--- config.mk ---
export PLATFORM = sky130hd
export DESIGN_NAME = flash_window_bridge
export DESIGN_NICKNAME = d
export VERILOG_FILES = /design/src/rtl/fw_pkg.sv /design/src/rtl/fw_decode.sv /design/src/rtl/fw_spi_byte.sv /design/src/rtl/fw_line_buf.sv /design/src/rtl/flash_window_bridge.sv
export SDC_FILE = /design/constraint.sdc
export NUM_CORES = 1
export LEC_CHECK = 0
export BUFFER_PORTS_ARGS = -buffer_cell sky130_fd_sc_hd__buf_2
export CORE_MARGIN = 3
export CORE_UTILIZATION = 41
export DETAILED_ROUTE_END_ITERATION = 16
export PLACE_DENSITY = 0.63
export SLEW_MARGIN = 5
export SYNTH_ARGS = -nofsm -noshare
export SYNTH_HDL_FRONTEND = slang
export SYNTH_HIERARCHICAL = 1
export SYNTH_SLANG_ARGS = --single-unit
--- constraint.sdc ---
create_clock -name clk -period 1.9 [get_ports clk]
set_input_delay 0.38 -clock clk [delete_from_list [all_inputs] [get_ports clk]]
set_output_delay 0.38 -clock clk [all_outputs]
set_load 0.03 [all_outputs]
--- src/rtl/fw_pkg.sv ---
package fw_pkg;
    localparam int SLICE_BITS  = 24;
    localparam int UNIT_SHIFT  = 19;
    localparam logic [7:0] READ_OPCODE = 8'h03;

    typedef enum logic [1:0] {
        ST_IDLE,
        ST_CMD,
        ST_ADDR,
        ST_DATA
    } fw_state_e;
endpackage

--- src/rtl/fw_decode.sv ---
module fw_decode #(
    parameter int CS_BITS  = 2,
    parameter int CFG_W    = 8,
    parameter int LINE_LSB = 4,
    localparam int SLICE_BITS = fw_pkg::SLICE_BITS,
    localparam int OFF_W      = CS_BITS + SLICE_BITS
) (
    input  logic [OFF_W-1:0]      offset,
    input  logic [CFG_W-1:0]      total_units,
    input  logic [CFG_W-1:0]      chip_units,
    output logic [CS_BITS-1:0]    cs_idx,
    output logic [SLICE_BITS-1:0] flash_addr,
    output logic                  in_range
);
    localparam int LIM_W = CFG_W + fw_pkg::UNIT_SHIFT;
    localparam int CMP_W = ((OFF_W > LIM_W) ? OFF_W : LIM_W) + 1;

    logic [CMP_W-1:0] total_lim;
    logic [CMP_W-1:0] chip_lim;
    logic [CMP_W-1:0] off_ext;
    logic [CMP_W-1:0] slice_ext;

    always_comb begin
        total_lim  = CMP_W'(total_units) << fw_pkg::UNIT_SHIFT;
        chip_lim   = CMP_W'(chip_units) << fw_pkg::UNIT_SHIFT;
        off_ext    = CMP_W'(offset);
        slice_ext  = CMP_W'(offset[SLICE_BITS-1:0]);
        cs_idx     = offset[OFF_W-1:SLICE_BITS];
        flash_addr = {offset[SLICE_BITS-1:LINE_LSB], {LINE_LSB{1'b0}}};
        in_range   = (off_ext < total_lim) && (slice_ext < chip_lim);
    end
endmodule

--- src/rtl/fw_spi_byte.sv ---
module fw_spi_byte #(
    parameter int HALF = 2
) (
    input  logic       clk,
    input  logic       rst_n,
    input  logic       start,
    input  logic [7:0] tx_byte,
    input  logic       miso,
    output logic       done,
    output logic [7:0] rx_byte,
    output logic       sclk,
    output logic       mosi
);
    localparam int CW = (HALF > 1) ? $clog2(HALF) : 1;

    typedef struct packed {
        logic          busy;
        logic          sclk;
        logic          done;
        logic [7:0]    sh;
        logic [7:0]    rx;
        logic [3:0]    bits;
        logic [CW-1:0] cnt;
    } eng_t;

    eng_t eng_d, eng_q;

    always_comb begin
        eng_d      = eng_q;
        eng_d.done = 1'b0;
        if (!eng_q.busy) begin
            if (start) begin
                eng_d.busy = 1'b1;
                eng_d.sh   = tx_byte;
                eng_d.bits = 4'd8;
                eng_d.cnt  = CW'(HALF - 1);
                eng_d.sclk = 1'b0;
            end
        end else if (eng_q.cnt != '0) begin
            eng_d.cnt = eng_q.cnt - 1'b1;
        end else begin
            eng_d.cnt = CW'(HALF - 1);
            if (!eng_q.sclk) begin
                eng_d.sclk = 1'b1;
                eng_d.rx   = {eng_q.rx[6:0], miso};
            end else begin
                eng_d.sclk = 1'b0;
                if (eng_q.bits == 4'd1) begin
                    eng_d.busy = 1'b0;
                    eng_d.done = 1'b1;
                end else begin
                    eng_d.bits = eng_q.bits - 1'b1;
                    eng_d.sh   = {eng_q.sh[6:0], 1'b0};
                end
            end
        end
    end

    always_ff @(posedge clk or negedge rst_n) begin
        if (!rst_n) eng_q <= '0;
        else        eng_q <= eng_d;
    end

    assign done    = eng_q.done;
    assign rx_byte = eng_q.rx;
    assign sclk    = eng_q.sclk;
    assign mosi    = eng_q.sh[7];
endmodule

--- src/rtl/fw_line_buf.sv ---
module fw_line_buf #(
    parameter int BYTES = 16,
    localparam int IW = $clog2(BYTES)
) (
    input  logic             clk,
    input  logic             rst_n,
    input  logic             wr_en,
    input  logic [IW-1:0]    wr_idx,
    input  logic [7:0]       wr_byte,
    input  logic             fill_ones,
    output logic [8*BYTES-1:0] line
);
    for (genvar g = 0; g < BYTES; g++) begin : g_lane
        logic [7:0] lane_d, lane_q;

        always_comb begin
            lane_d = lane_q;
            if (fill_ones)                           lane_d = 8'hFF;
            else if (wr_en && wr_idx == IW'(g))      lane_d = wr_byte;
        end

        always_ff @(posedge clk or negedge rst_n) begin
            if (!rst_n) lane_q <= '0;
            else        lane_q <= lane_d;
        end

        assign line[8*g +: 8] = lane_q;
    end
endmodule

--- src/rtl/flash_window_bridge.sv ---
module flash_window_bridge #(
    parameter int NUM_CS      = 4,
    parameter int BURST_BYTES = 16,
    parameter int SCLK_HALF   = 2,
    parameter int CFG_W       = 8,
    localparam int CS_BITS    = $clog2(NUM_CS),
    localparam int OFF_W      = CS_BITS + fw_pkg::SLICE_BITS,
    localparam int LINE_LSB   = $clog2(BURST_BYTES),
    localparam int LINE_W     = 8 * BURST_BYTES
) (
    input  logic              clk,
    input  logic              rst_n,
    input  logic              rd_req,
    input  logic [OFF_W-1:0]  rd_addr,
    output logic              rd_ready,
    output logic [LINE_W-1:0] rd_data,
    input  logic              stall_host,
    input  logic [CFG_W-1:0]  cfg_total_units,
    input  logic [CFG_W-1:0]  cfg_chip_units,
    output logic              spi_sclk,
    output logic [NUM_CS-1:0] spi_cs_n,
    output logic              spi_mosi,
    input  logic              spi_miso
);
    import fw_pkg::*;

    localparam int IDX_W = LINE_LSB;
    localparam logic [IDX_W-1:0] LAST_IDX = IDX_W'(BURST_BYTES - 1);

    typedef struct packed {
        fw_state_e             state;
        logic [NUM_CS-1:0]     cs_n;
        logic [SLICE_BITS-1:0] faddr;
        logic [IDX_W-1:0]      idx;
        logic                  start;
        logic [7:0]            tx;
        logic                  ready;
    } ctl_t;

    ctl_t ctl_d, ctl_q;

    logic [CS_BITS-1:0]    dec_cs;
    logic [SLICE_BITS-1:0] dec_faddr;
    logic                  dec_in_range;
    logic                  eng_done;
    logic [7:0]            eng_rx;
    logic                  wr_en;
    logic                  fill_ones;

    fw_decode #(
        .CS_BITS  (CS_BITS),
        .CFG_W    (CFG_W),
        .LINE_LSB (LINE_LSB)
    ) u_decode (
        .offset      (rd_addr),
        .total_units (cfg_total_units),
        .chip_units  (cfg_chip_units),
        .cs_idx      (dec_cs),
        .flash_addr  (dec_faddr),
        .in_range    (dec_in_range)
    );

    fw_spi_byte #(
        .HALF (SCLK_HALF)
    ) u_engine (
        .clk     (clk),
        .rst_n   (rst_n),
        .start   (ctl_q.start),
        .tx_byte (ctl_q.tx),
        .miso    (spi_miso),
        .done    (eng_done),
        .rx_byte (eng_rx),
        .sclk    (spi_sclk),
        .mosi    (spi_mosi)
    );

    fw_line_buf #(
        .BYTES (BURST_BYTES)
    ) u_line (
        .clk       (clk),
        .rst_n     (rst_n),
        .wr_en     (wr_en),
        .wr_idx    (ctl_q.idx),
        .wr_byte   (eng_rx),
        .fill_ones (fill_ones),
        .line      (rd_data)
    );

    always_comb begin
        ctl_d       = ctl_q;
        ctl_d.start = 1'b0;
        ctl_d.ready = 1'b0;
        wr_en       = 1'b0;
        fill_ones   = 1'b0;
        case (ctl_q.state)
            ST_IDLE: begin
                if (rd_req && !stall_host && !ctl_q.ready) begin
                    if (dec_in_range) begin
                        ctl_d.state = ST_CMD;
                        ctl_d.cs_n  = ~(NUM_CS'(1) << dec_cs);
                        ctl_d.faddr = dec_faddr;
                        ctl_d.start = 1'b1;
                        ctl_d.tx    = READ_OPCODE;
                    end else begin
                        fill_ones   = 1'b1;
                        ctl_d.ready = 1'b1;
                    end
                end
            end
            ST_CMD: begin
                if (eng_done) begin
                    ctl_d.state = ST_ADDR;
                    ctl_d.idx   = '0;
                    ctl_d.start = 1'b1;
                    ctl_d.tx    = ctl_q.faddr[23:16];
                end
            end
            ST_ADDR: begin
                if (eng_done) begin
                    ctl_d.start = 1'b1;
                    if (ctl_q.idx == IDX_W'(2)) begin
                        ctl_d.state = ST_DATA;
                        ctl_d.idx   = '0;
                        ctl_d.tx    = 8'h00;
                    end else begin
                        ctl_d.idx = ctl_q.idx + 1'b1;
                        ctl_d.tx  = (ctl_q.idx == '0) ? ctl_q.faddr[15:8]
                                                      : ctl_q.faddr[7:0];
                    end
                end
            end
            ST_DATA: begin
                if (eng_done) begin
                    wr_en = 1'b1;
                    if (ctl_q.idx == LAST_IDX) begin
                        ctl_d.state = ST_IDLE;
                        ctl_d.cs_n  = '1;
                        ctl_d.ready = 1'b1;
                    end else begin
                        ctl_d.idx   = ctl_q.idx + 1'b1;
                        ctl_d.start = 1'b1;
                        ctl_d.tx    = 8'h00;
                    end
                end
            end
            default: ctl_d.state = ST_IDLE;
        endcase
    end

    always_ff @(posedge clk or negedge rst_n) begin
        if (!rst_n) begin
            ctl_q       <= '0;
            ctl_q.state <= ST_IDLE;
            ctl_q.cs_n  <= '1;
        end else begin
            ctl_q <= ctl_d;
        end
    end

    assign spi_cs_n = ctl_q.cs_n;
    assign rd_ready = ctl_q.ready;
endmodule

==> results.toml, run 1 <==
[pwr]
ir_worst_vdd_v = 0.000880
powerDensity_nw_per_um2 = 1660
cellLeakagePower_uw = 0.00514
p_total_uw = 19400

[clocking]
clk_pin_slew_worst_paths_ns = 0.08
cts_sinks = 196
htree_levels = 4
cts.path.max_buffers = 2
clock_latency_ns = 0.45
cts_tree = "built"
cts_root_buffer = "clkbuf_16"
numCtsBuffers = 17

[final_layout]
antenna_cells = 0
nets = 1099
drive_above_1_share = 0.357
final_cell_mix = "192 x dfrtp_1, 171 x buf_2, 145 x nor2_1"
area_growth_pct = 25.4
final_util = 0.529
mostFrequentLayoutCell = "dfrtp_1"

[min_path]
hold_class = "primary input to register"

[setup_path]
worst_ep_arrival_time_ns = 2.44
startpoint_type = "primary input"
critPathKind = "primary input to register"
critPathTopFamily = "buffers and inverters"
cp_cell_sequence = "buf_6 -> ha_4 -> and4b_1 -> buf_4 -> o2111ai_2 -> nand2_1 -> a31oi_4 -> buf_4 -> buf_4 -> nor4_4 -> buf_6 -> clkbuf_16 -> a211o_1"
critPathSlowestCell = "ha_4"
worst_ep_required_time_ns = 2.27
crit_buf_inv = 6
crit_top_cell = "buf_4"
path_max_fanout = 30
critical_path.endpoint_type = "register"
critPathMaxStageDelay_ns = 0.27

[global_routing]
overflow = 0
antenna_found_initial = 0
grt_pass1_wl_um = 39700
grt.total_usage = 0.204
grt_pass1_vias = 7120
grt_max_degree = 62

[outcome]
status = "complete, but fails checks"
violations = "negative setup slack"

[yosys]
synth.mux.area_fraction = 0.0552
synth_top_flop_cell = "dfrtp_1"
synth_fa_ha_area_frac = 0.0269
synth_top_family_by_area = "compound AO/OA/AOI/OAI gates"
yosysUniqueCellTypes = 64
ys_seq_area_frac = 0.528
synth_simple_gate_area_frac = 0.145
synth_compound_area_frac = 0.177
syn-cell-area_um2 = 9300
synth_seq_cells = 196
synth_xor_area_frac = 0.000942
yosysWarnings = 6
synth-edff-count = 0
syn_inst = 845
syn_avg_cell_area_um2 = 11.0
async_flop_share = 1.00

[route]
via_count = 7327
via_per_inst = 5.53
wirelength_um = 25100
drt_iter0_drc = 567
detail_route.wl_per_cell_um = 19.0
route.detailed.drc = 0
first_pass_iters = 5
postRouteAntennaNets = 0

[floorplan]
fp.dieW_um = 157
ios = 182
initial_core_util = 0.422
chipHeight_um = 157
std_cell_rows = 54
dieArea_um2 = 24500
core_um2 = 22000

[sta]
setup_viol = 163
tns_ns = -16.58
setup_ws_ns = -0.168
fmax_mhz = 484
fin_skew_ns = 0.0187
post-route-period-util = 1.09
whs_ns = 0.168
grt_setup_unrepaired = "true"
finalMaxSlewViolations = 0
hold_violations = 0
period_minus_slack_ns = 2.07

[placed_design]
hpwl_um = 17000
gp_congestion = 0.780
io_buffers = 177

[run]
cap_violations = 0
==> stage by stage <==
| step | instance area (µm²) | setup slack [ns] | cells |
|---|---|---|---|
| final | 11700 | -0.168 | 1325 |
| after detailed placement | 10600 | -0.878 | 1277 |
| after global routing | 11700 | -0.288 | 1325 |
| after global placement | 10600 | -0.818 | 1277 |
| after floorplan | 9420 | -0.382 | 848 |
| after CTS | 11500 | -0.0914 | 1316 |
==> worst paths after layout <==
kind,start,end,slack (ns),cells past startpoint
setup / recovery,rd_addr[25],u_line/g_lane[13].lane_q[5],-0.17,13
hold / removal,rd_addr[14],ctl_q[28],0.17,2
setup reg to reg,ctl_q[43],u_line/g_lane[1].lane_q[2],0.04,8
hold reg to reg,u_line/g_lane[12].lane_q[5],u_line/g_lane[12].lane_q[5],0.49,1
max in group asynchronous,rst_n,u_line/g_lane[4].lane_q[7],0.80,3
min in group asynchronous,rst_n,u_line/g_lane[8].lane_q[3],0.46,2
==> power by group <==
group | switching (µW) | leakage [µW] | internal (µW)
registers | 1410 | 0.00217 | 6020
clock network | 1850 | 0.000296 | 1790
logic | 5000 | 0.00268 | 3320
total | 8250 | 0.00514 | 11100
==> synth_stat cells (all sizes together), types with 11 or more instances <==
| master | number | area (µm²) |
|---|---|---|
| nand3 | 22 | 130 |
| nand2 | 36 | 145 |
| inv | 24 | 90.1 |
| nor2 | 146 | 548 |
| or3b | 11 | 101 |
| clkbuf | 22 | 83.8 |
| o21ai | 22 | 114 |
| ha | 20 | 250 |
| nand3b | 18 | 135 |
| dfrtp | 192 | 4800 |
| buf | 63 | 443 |
| mux2i | 13 | 130 |
| mux2 | 34 | 383 |
| a211o | 129 | 1130 |
==> sequential cells by signal (all words and copies together), names as in the netlist <==
register and cells:
ctl_q 39, rd_ready 1, spi_cs_n 4, u_engine/done 1, u_engine/eng_q 13, u_engine/mosi 1, u_engine/rx_byte 8, u_engine/sclk 1
u_line/g_lane.lane_q 128
==> worst register-to-register path: stages, from the launching register on <==
cell	delay, ns
dfrtp_1	0.35
buf_4	0.13
ha_1	0.17
nand2_1	0.08
inv_2	0.11
nor3b_4	0.21
buf_4	0.18
nand2_2	0.17
a211o_1	0.34
==> metal layers <==
| layer | part of all wire | wire (µm) | global-route usage |
|---|---|---|---|
| met5 | 0 | 0 | 0 |
| met2 | 0.47 | 11800 | 0.312 |
| met3 | 0.063 | 1580 | 0.0415 |
| met4 | 0.015 | 369 | 0.0638 |
| met1 | 0.45 | 11400 | 0.292 |
==> cell families (layout without fill, tap and decap cells) <==
kind of cell             count (synthesis)  count (layout)
AND/OR/NAND/NOR                        270             271
buffers and inverters                  109             305
adder cells (fa/ha/maj)                 20              20
AO/OA/AOI/OAI                          201             201
multiplexers                            47              47
XOR/XNOR                                 1               1
other                                    1               4
flip-flops                             196             196
==> cell type report <==
class                           count  area (µm²)
Fill cell                        1965       10400
Sequential cell                   196        4910
Multi-Input combinational cell    544        4000
Timing Repair Buffer              249        1680
Clock buffer                       17         425
Tap cell                          280         350
Clock inverter                     15         181
Inverter                           24         108
==> timing repair <==
item | CTS | global route
buffers inserted | 6 | 5
hold buffers | 1 | 0
endpoints found under the setup margin | 167 | 173
endpoints found under the hold margin | 46 | 0
pin swaps | 9 | 9
cloned | 0 | 4
resized for setup | 37 | 15
No activity file was read; power rests on OpenSTA's default activity.
==> inputs of run 2 (changes only) <==
--- a/config.mk
+++ b/config.mk
@@ -7,9 +7,10 @@
 export LEC_CHECK = 0
 export BUFFER_PORTS_ARGS = -buffer_cell sky130_fd_sc_hd__buf_2
 export CORE_MARGIN = 3
-export CORE_UTILIZATION = 41
+export CORE_UTILIZATION = 30
 export DETAILED_ROUTE_END_ITERATION = 16
-export PLACE_DENSITY = 0.63
+export PLACE_DENSITY = 0.48
+export SKIP_LAST_GASP = 1
 export SLEW_MARGIN = 5
 export SYNTH_ARGS = -nofsm -noshare
 export SYNTH_HDL_FRONTEND = slang
==> results.toml, run 2 (synthesized netlist as in run 1, its figures left out) <==
[global_routing]
grt_pass1_wl_um = 42300
grt.total_usage = 0.162
overflow = 0
grt_max_degree = 54
antenna_found_initial = 0
grt_pass1_vias = 7108

[min_path]
hold_class = "primary input to register"

[placed_design]
hpwl_um = 18600
gp_congestion = 0.767
dp_cells = 1391
dp_slack_ns = -0.709
io_buffers = 177

[clocking]
cts_sinks = 196
numCtsBuffers = 17
clk_pin_slew_worst_paths_ns = 0.08
htree_levels = 4
cts_root_buffer = "clkbuf_16"
clock_latency_ns = 0.44
cts.path.max_buffers = 2
cts_tree = "built"

[floorplan]
fp.dieW_um = 182
dieArea_um2 = 33100
core_um2 = 30100
ios = 182
std_cell_rows = 63
initial_core_util = 0.309
chipHeight_um = 182

[route]
first_pass_iters = 5
via_count = 7269
via_per_inst = 5.06
wirelength_um = 27000
route.detailed.drc = 0
postRouteAntennaNets = 0
drt_iter0_drc = 501
detail_route.wl_per_cell_um = 18.8

[final_layout]
largest_reg_flops = 128
regMostFlops = "u_line/g_lane.lane_q"
antenna_cells = 0
top_regs = "u_line/g_lane.lane_q x128, ctl_q x39, u_engine/eng_q x13"
mostFrequentLayoutCell = "dfrtp_1"
fin_cells = 1437
nets = 1102
drive_above_1_share = 0.348
area_growth_pct = 26.8
final_cell_mix = "192 x dfrtp_1, 172 x buf_2, 146 x nor2_1"

[setup_path]
critPathKind = "primary input to register"
worst_ep_arrival_time_ns = 2.39
critPathSlowestCell = "and4b_1"
startpoint_type = "primary input"
critical_path.endpoint_type = "register"
cp_cell_sequence = "buf_6 -> inv_4 -> ha_4 -> and4b_1 -> a221oi_2 -> nand2_1 -> a31oi_2 -> buf_4 -> buf_4 -> nor4_4 -> buf_6 -> buf_12 -> clkbuf_16 -> a211o_1"
critPathTopFamily = "buffers and inverters"
path_max_fanout = 8
crit_buf_inv = 7
critPathMaxStageDelay_ns = 0.23
worst_ep_required_time_ns = 2.22

[run]
cap_violations = 0

[pwr]
powerDensity_nw_per_um2 = 1630
p_seq_frac = 0.387
internal_power_uw = 11000
switching_share = 0.426
clock_power_share = 0.185
cellLeakagePower_uw = 0.00515
ir_worst_vdd_v = 0.000738
combPwrFrac = 0.428
netSwitchingPower_uw = 8180

[sta]
grt_setup_unrepaired = "true"
setup_viol = 165
setup_ws_ns = -0.173
finalMaxSlewViolations = 0
worst_pin_slew_ns = 0.511
fmax_mhz = 483
period_minus_slack_ns = 2.07
fin_skew_ns = 0.0157
hold_violations = 0
slew_headroom = 0.659
tns_ns = -17.26
post-route-period-util = 1.09

[outcome]
violations = "negative setup slack"
status = "complete, but fails checks"
[run 2: cell count changes in the layout (fill, tap and decap cells not counted), moves of 2 or more]
cell      previous run  this run
buf_12              11        16
nand2_8              3         1
inv_8                5         1
and3b_1              0         2
inv_6                2         5
buf_4               52        50
clkinv_2             0         2
nand2_1             27        30
and3b_2              3         1
nand2_2              7         4
[run 2: stage by stage]
stage	power, µW	utilization	hold slack (ns)	area [µm²]
2_1_floorplan	12900	-	0.0844	9420
3_3_place_gp	15500	0.361	0.403	10900
3_5_place_dp	15600	0.361	0.400	10900
4_1_cts	19300	0.385	0.152	11600
5_1_grt	20300	0.392	0.158	11800
6_report	19200	0.392	0.168	11800
[run 2: timing repair]
item | in CTS | in global routing
pin swaps | 13 | 11
setup endpoints to repair | 161 | 172
endpoints found under the hold margin | 47 | 0
gates cloned | 1 | 3
buffers inserted | 3 | 9
resized for setup | 14 | 16
hold buffers | 1 | 0
[run 2: final cells by class]
type	instances	area (µm²)
fillers	3051	18300
flip-flops and latches	196	4910
multi-input cells	543	3930
repair buffers	253	1780
well taps	390	488
clock buffers	17	425
clock inverters	14	148
inverters	24	108
[run 2: path summary, 6_finish.rpt]
path,start,endpoint,slack [ns],cells past startpoint
min in group asynchronous,rst_n,u_line/g_lane[8].lane_q[5],0.50,2
worst max register to register,ctl_q[42],u_line/g_lane[5].lane_q[7],-0.03,6
worst min-delay path,rd_addr[14],ctl_q[28],0.17,2
worst max-delay path,cfg_total_units[5],u_line/g_lane[4].lane_q[6],-0.17,14
max in group asynchronous,rst_n,spi_cs_n[3],0.69,3
worst min register to register,u_line/g_lane[2].lane_q[1],u_line/g_lane[2].lane_q[1],0.49,1
[run 2: power by group through the flow]
stage	Combinational (µW)	Sequential (µW)	Clock, µW
final	8230	7440	3550
after global routing	8810	7690	3790
after CTS	8190	7460	3640
after detailed placement	8110	7540	0
after global placement	8020	7510	0
after floorplan	3360	9540	0
[run 2: metal layers]
metal,global-route usage,wire [µm],vias up
li1,-,-,3387
met1,0.225,12700,3672
met2,0.259,12600,186
met3,0.0288,1290,24
met4,0.0457,468,0
met5,0,0,-
